File: config.mk
export PLATFORM = sky130hd
export DESIGN_NAME = vpic_top
export DESIGN_NICKNAME = d
export VERILOG_FILES = /design/src/rtl/vpic_pkg.sv /design/src/rtl/vpic_pin_front.sv /design/src/rtl/vpic_prio.sv /design/src/rtl/vpic_top.sv
export SDC_FILE = /design/constraint.sdc
export NUM_CORES = 1
export LEC_CHECK = 0
export BUFFER_PORTS_ARGS = -buffer_cell sky130_fd_sc_hd__buf_2
export CELL_PAD_IN_SITES_DETAIL_PLACEMENT = 1
export CELL_PAD_IN_SITES_GLOBAL_PLACEMENT = 1
export CORE_MARGIN = 1.5
export CORE_UTILIZATION = 33
export CTS_CLUSTER_SIZE = 28
export DETAILED_ROUTE_END_ITERATION = 12
export GPL_ROUTABILITY_DRIVEN = 1
export GPL_TIMING_DRIVEN = 0
export PLACE_DENSITY_LB_ADDON = 0.1
export SKIP_CTS_REPAIR_TIMING = 1
export SYNTH_ARGS = -nofsm -noshare
export SYNTH_HDL_FRONTEND = slang
export SYNTH_HIERARCHICAL = 1
export SYNTH_SLANG_ARGS = --single-unit
File: constraint.sdc
create_clock -name clk -period 1.8 [get_ports clk]
set_clock_uncertainty 0.1 [all_clocks]
set_input_delay 0.45 -clock clk [delete_from_list [all_inputs] [get_ports clk]]
set_output_delay 0.45 -clock clk [all_outputs]
set_load 0.005 [all_outputs]
File: src/rtl/vpic_pkg.sv
package vpic_pkg;
    localparam int unsigned NPIN   = 8;
    localparam int unsigned NSRC   = 2 * NPIN;
    localparam int unsigned SRC_W  = $clog2(NSRC);
    localparam int unsigned CODE_W = 8;
    localparam int unsigned DATA_W = 32;
    localparam logic [CODE_W-1:0] IDLE_CODE = CODE_W'((NSRC - 1) * 4);

    typedef enum logic [1:0] {
        REG_CFG  = 2'd0,
        REG_MASK = 2'd1,
        REG_PEND = 2'd2,
        REG_VEC  = 2'd3
    } reg_sel_e;

    typedef enum logic {
        LINE_HIGH = 1'b0,
        LINE_LOW  = 1'b1
    } line_state_e;
endpackage

File: src/rtl/vpic_pin_front.sv
module vpic_pin_front
    import vpic_pkg::*;
(
    input  logic clk,
    input  logic rst_n,
    input  logic pin_n,
    input  logic edge_mode,
    input  logic clr_req,
    output logic pending
);
    logic        sync_a, sync_b;
    line_state_e st_q, st_nx;
    logic        fall;
    logic        latch_q;

    always_ff @(posedge clk or negedge rst_n) begin
        if (!rst_n) begin
            sync_a <= 1'b1;
            sync_b <= 1'b1;
        end else begin
            sync_a <= pin_n;
            sync_b <= sync_a;
        end
    end

    always_ff @(posedge clk or negedge rst_n) begin
        if (!rst_n) st_q <= LINE_HIGH;
        else        st_q <= st_nx;
    end

    always_comb begin
        st_nx = st_q;
        fall  = 1'b0;
        unique case (st_q)
            LINE_HIGH: if (!sync_b) begin
                st_nx = LINE_LOW;
                fall  = 1'b1;
            end
            LINE_LOW:  if (sync_b) st_nx = LINE_HIGH;
            default:   st_nx = LINE_HIGH;
        endcase
    end

    always_ff @(posedge clk or negedge rst_n) begin
        if (!rst_n)                      latch_q <= 1'b0;
        else if (edge_mode && fall)      latch_q <= 1'b1;
        else if (clr_req || !edge_mode)  latch_q <= 1'b0;
    end

    assign pending = edge_mode ? latch_q : !sync_b;


    edge_latch_chk: assert property (@(posedge clk) disable iff (!rst_n)
        (edge_mode && fall) |=> latch_q);


    latch_hold_chk: assert property (@(posedge clk) disable iff (!rst_n)
        (latch_q && edge_mode && !clr_req) |=> latch_q);
endmodule

File: src/rtl/vpic_prio.sv
module vpic_prio #(
    parameter int unsigned N  = 16,
    parameter int unsigned IW = 4
) (
    input  logic [N-1:0]  req,
    output logic          any,
    output logic [IW-1:0] idx
);
    always_comb begin
        any = 1'b0;
        idx = IW'(N - 1);
        for (int i = N - 1; i >= 0; i--) begin
            if (req[i]) begin
                any = 1'b1;
                idx = IW'(i);
            end
        end
    end
endmodule

File: src/rtl/vpic_top.sv
module vpic_top
    import vpic_pkg::*;
(
    input  logic              clk,
    input  logic              rst_n,
    input  logic [NPIN-1:0]   irq_pin_n,
    input  logic [NPIN-1:0]   lvl_src,
    input  logic              bus_sel,
    input  logic              bus_wr,
    input  logic [1:0]        bus_addr,
    input  logic [DATA_W-1:0] bus_wdata,
    output logic [DATA_W-1:0] bus_rdata,
    output logic              cpu_irq,
    output logic              wake_req
);
    logic [NPIN-1:0]   edge_en, wake_en;
    logic [NSRC-1:0]   mask_q;
    logic [NSRC-1:0]   pend;
    logic [NSRC-1:0]   eff;
    logic [NPIN-1:0]   pin_pend;
    logic [NPIN-1:0]   clr_req;
    logic [CODE_W-1:0] vec_q;
    logic              any_w;
    logic [SRC_W-1:0]  idx_w;
    logic              wr_cfg, wr_mask, wr_pend;
    reg_sel_e          sel;

    assign sel     = reg_sel_e'(bus_addr);
    assign wr_cfg  = bus_sel && bus_wr && (sel == REG_CFG);
    assign wr_mask = bus_sel && bus_wr && (sel == REG_MASK);
    assign wr_pend = bus_sel && bus_wr && (sel == REG_PEND);

    always_ff @(posedge clk or negedge rst_n) begin
        if (!rst_n) begin
            edge_en <= '0;
            wake_en <= '0;
        end else if (wr_cfg) begin
            for (int n = 0; n < NPIN; n++) begin
                edge_en[n] <= bus_wdata[DATA_W-1-2*n];
                wake_en[n] <= bus_wdata[DATA_W-2-2*n];
            end
        end
    end

    always_ff @(posedge clk or negedge rst_n) begin
        if (!rst_n)       mask_q <= '0;
        else if (wr_mask) mask_q <= bus_wdata[NSRC-1:0];
    end

    for (genvar n = 0; n < NPIN; n++) begin : g_pin
        assign clr_req[n] = wr_pend && bus_wdata[2*n];
        vpic_pin_front u_front (
            .clk       (clk),
            .rst_n     (rst_n),
            .pin_n     (irq_pin_n[n]),
            .edge_mode (edge_en[n]),
            .clr_req   (clr_req[n]),
            .pending   (pin_pend[n])
        );
        assign pend[2*n]   = pin_pend[n];
        assign pend[2*n+1] = lvl_src[n];
    end

    assign eff = pend & mask_q;

    vpic_prio #(.N(NSRC), .IW(SRC_W)) u_prio (
        .req (eff),
        .any (any_w),
        .idx (idx_w)
    );

    always_ff @(posedge clk or negedge rst_n) begin
        if (!rst_n) begin
            vec_q   <= IDLE_CODE;
            cpu_irq <= 1'b0;
        end else begin
            vec_q   <= any_w ? CODE_W'({idx_w, 2'b00}) : IDLE_CODE;
            cpu_irq <= any_w;
        end
    end

    always_comb begin
        bus_rdata = '0;
        if (bus_sel) begin
            unique case (sel)
                REG_CFG: begin
                    for (int n = 0; n < NPIN; n++) begin
                        bus_rdata[DATA_W-1-2*n] = edge_en[n];
                        bus_rdata[DATA_W-2-2*n] = wake_en[n];
                    end
                end
                REG_MASK: bus_rdata[NSRC-1:0] = mask_q;
                REG_PEND: bus_rdata[NSRC-1:0] = pend;
                REG_VEC:  bus_rdata[DATA_W-1 -: CODE_W] = vec_q;
                default:  bus_rdata = '0;
            endcase
        end
    end

    assign wake_req = |(~irq_pin_n & wake_en);


    cfg_rsvd_chk: assert property (@(posedge clk) disable iff (!rst_n)
        (bus_sel && sel == REG_CFG) |-> (bus_rdata[15:0] == 16'h0));


    pick_pending_chk: assert property (@(posedge clk) disable iff (!rst_n)
        any_w |-> eff[idx_w]);


    pick_highest_chk: assert property (@(posedge clk) disable iff (!rst_n)
        any_w |-> ((eff & ((NSRC'(1) << idx_w) - NSRC'(1))) == '0));


    code_align_chk: assert property (@(posedge clk) disable iff (!rst_n)
        vec_q[1:0] == 2'b00);


    idle_code_chk: assert property (@(posedge clk) disable iff (!rst_n)
        !cpu_irq |-> (vec_q == IDLE_CODE));


    wake_src_chk: assert property (@(posedge clk) disable iff (!rst_n)
        wake_req |-> (irq_pin_n != '1));
endmodule

==> results by group <==
Placed design
  – Buffers on Ports: 86
  – Placer Congestion: 0.807
  – DP Wirelength: approximately 6.2 mm

Power
  – Total net switching power: 1340 uW
  – Sequential Power Share: between 40% and 50%
  – Leak Pwr: 0.00226 uW
  – Switch share: between 20% and 30%
  – Cell Int Power: 3320 uW
  – Worst ir drop on vdd: 521 uV
  – Power per Cell Area: between 900 and 1000 nW/um^2
  – Combinational share of power: 24.2%
  – Clock power share: a little under a third

Synthesis
  – Synth Cell Area: 3320 sq um
  – Seq cells post-synth: around 70
  – Syn avg cell area: roughly 11 sq um
  – Synth async-reset ratio: 100%
  – Seq/Total Area, Yosys: between 50% and 60%
  – Count of cell types in the netlist: 34
  – Synth Flop Type: dfrtp_1
  – Post-synthesis cell count: between 200 and 300
  – Post-synth net total: 350
  – Post-synth EDFFs: 0
  – Yosys synthesis warning count: 6

Worst setup path
  – Critical path type: register to output port
  – Worst EP arrival: around 1500 ps
  – Worst Setup End Kind: output port
  – Startpoint Class: register
  – Data required, critical path: around 1300 ps
  – Crit-path max FO: 3

Job
  – Max-cap viol count: 0

Timing
  – Setup-failing EPs final: 23
  – Max Fclk: slightly below 500 MHz
  – Worst Slack Setup Final: -277 ps
  – Tcrit/Tclk final: 115%
  – Slew Viols, Final: 0
  – Setup tns final: -2870 ps
  – Worst slew pin tran: slightly below 500 ps
  – RSZ-0062 raised after global routing: true
  – Final hold vios: 8
  – Hold slack: -29.4 ps
  – Tmin final: around 2100 ps
  – Slew HR: between 60% and 70%

Routing
  – Starting DRC count in detailed routing: just under 80
  – WL/cell: between 15 and 20 um
  – Antenna Violating Nets Remaining: 0
  – Final WL: between 9 and 10 mm
  – First-pass DRT Iterations: 4
  – Vias: approximately 2,600
  – Remaining DRCs: 0
  – Vias per cell: 4.79

Cells and area
  – Area Overhead vs Synth: 42.1%
  – Diodes inserted: 0
  – Nets: ~460
  – Commonest non-fill, non-tap cell in the layout: buf_2
  – Most frequent cells in the layout: buf_2, dfrtp_1, nor2_1, and2_1
  – Ratio of cells with drive above 1 in the final layout: between 50 and 60%

Die
  – I/O Pins: 88
  – Effective utilization at floorplan: between 30% and 40%
  – Die height: between 100 and 150 um
  – Die area: ~11,000 sq um
  – Die Width: a little over 100 um
  – FP Rows: 36
  – Core area: slightly below 10,000 sq um

GRT
  – Global route overflow: 0
  – Number of global-route vias before repair: 2,594
  – Initial antenna violation count: 1
  – Largest net degree at the start of global routing: 70
  – Overall routing resource usage: ~17%
  – First-pass GRT wire length: between 10 and 15 mm

Clock tree
  – Number of CTS-inserted buffers: 9
  – TritonCTS clock tree: yes
  – Max clock buf depth: 2
  – Num Clock Sinks: 69
  – Clock Latency Late Sink: 340 ps
  – Reg clk slew, reported paths: around 80 ps
  – H-tree levels: 3
  – Clock Tree Root: clkbuf_8

Worst hold path
  – Min-delay worst type: input pin to asynchronous set/reset pin

Status
  – Outcome: complete, but fails checks
  – Violated checks: hold timing, setup timing
-- path summary, 6_finish.rpt --
kind,end,depth (start not counted),slack [ps],startpoint
max in group asynchronous,g_pin[0].u_front/sync_b$_DFF_PN1_,2,1240,rst_n
hold / removal,mask_q[13]$_DFFE_PN0P_,2,-30,rst_n
setup reg to reg,vec_q[5]$_DFF_PN1_,6,-250,g_pin[1].u_front/sync_b$_DFF_PN1_
min in group clk,g_pin[4].u_front/sync_a$_DFF_PN1_,1,110,irq_pin_n[4]
setup / recovery,wake_req,4,-280,wake_en[2]$_DFFE_PN0P_
hold reg to reg,g_pin[7].u_front/sync_b$_DFF_PN1_,0,260,g_pin[7].u_front/sync_a$_DFF_PN1_
-- metrics by stage --
| stage | util [%] | area (sq um) | total power (uW) | instances | setup slack, ps |
|---|---|---|---|---|---|
| 3_3_place_gp | 40.1 | 3920 | 2910 | 510 | -564 |
| 2_1_floorplan | - | 3330 | 2600 | 291 | -7.46 |
| 5_1_grt | 48.2 | 4710 | 4910 | 542 | -357 |
| 6_report | 48.2 | 4710 | 4660 | 542 | -277 |
| 3_5_place_dp | 40.4 | 3950 | 2950 | 511 | -583 |
| 4_1_cts | 42.8 | 4180 | 4430 | 527 | -586 |
-- critical path: stages (launching register included) --
cell and delay [ps]:
dfrtp_1 400, inv_1 70, o22ai_2 70, or4_4 510
buf_6 130
-- power groups by stage --
stage / clock network, uW / registers (uW) / logic, uW
2_1_floorplan: 0 / 1990 / 610
3_3_place_gp: 0 / 2050 / 859
3_5_place_dp: 0 / 2060 / 890
4_1_cts: 1500 / 2040 / 894
5_1_grt: 1570 / 2110 / 1230
6_report: 1470 / 2070 / 1130
-- flip-flops by register name (all words and copies together) (netlist names) --
register and cells:
wake_en 8, vec_q 4, g_pin.u_front/sync_b 8, g_pin.u_front/st_q 8, g_pin.u_front/sync_a 8, g_pin.u_front/latch_q 8
edge_en 8, cpu_irq 1, mask_q 16
-- layout make-up --
class | instances | area (sq um)
fill | 1099 | 5060
clock inverter | 6 | 93.8
timing repair buffer | 103 | 676
tap | 133 | 166
multi-input combinational | 193 | 1690
sequential | 69 | 1760
clock buffer | 10 | 138
buffer | 9 | 109
inverter | 19 | 83.8
-- cell families (layout without fill, tap and decap cells) --
group                    count (synthesis)  after routing  synth area share, %
AND/OR/NAND/NOR                        109            109                 18.3
AO/OA/AOI/OAI                           47             47                 9.84
flip-flops                              69             69                 52.8
buffers and inverters                   29            147                 4.00
multiplexers                            32             32                 13.1
adder cells (fa/ha/maj)                  5              5                 1.89
-- routing by layer --
| layer | global-route usage [%] | routed length (um) |
|---|---|---|
| met5 | 0 | 12 |
| met4 | 5.30 | 106 |
| met3 | 4.03 | 447 |
| met2 | 27.3 | 4340 |
| met1 | 23.1 | 4140 |
-- synth_stat cells, types with 2 or more instances --
cell	number	area, sq um
nand3_4	2	35.0
dfrtp_1	49	1230
o22ai_1	4	25.0
o21a_1	8	60.1
ha_1	5	62.6
or3_1	2	12.5
nand2_1	10	37.5
buf_2	4	20.0
and2_1	24	150
inv_1	19	71.3
mux2_2	12	135
mux2_4	20	300
buf_6	2	22.5
dfstp_2	20	526
and3_1	13	81.3
nor2b_1	9	56.3
o21ai_0	9	45.0
clkbuf_1	3	11.3
nand2b_1	7	43.8
a22oi_1	20	150
nor2_1	36	135
(Power assumes the default switching activity.)
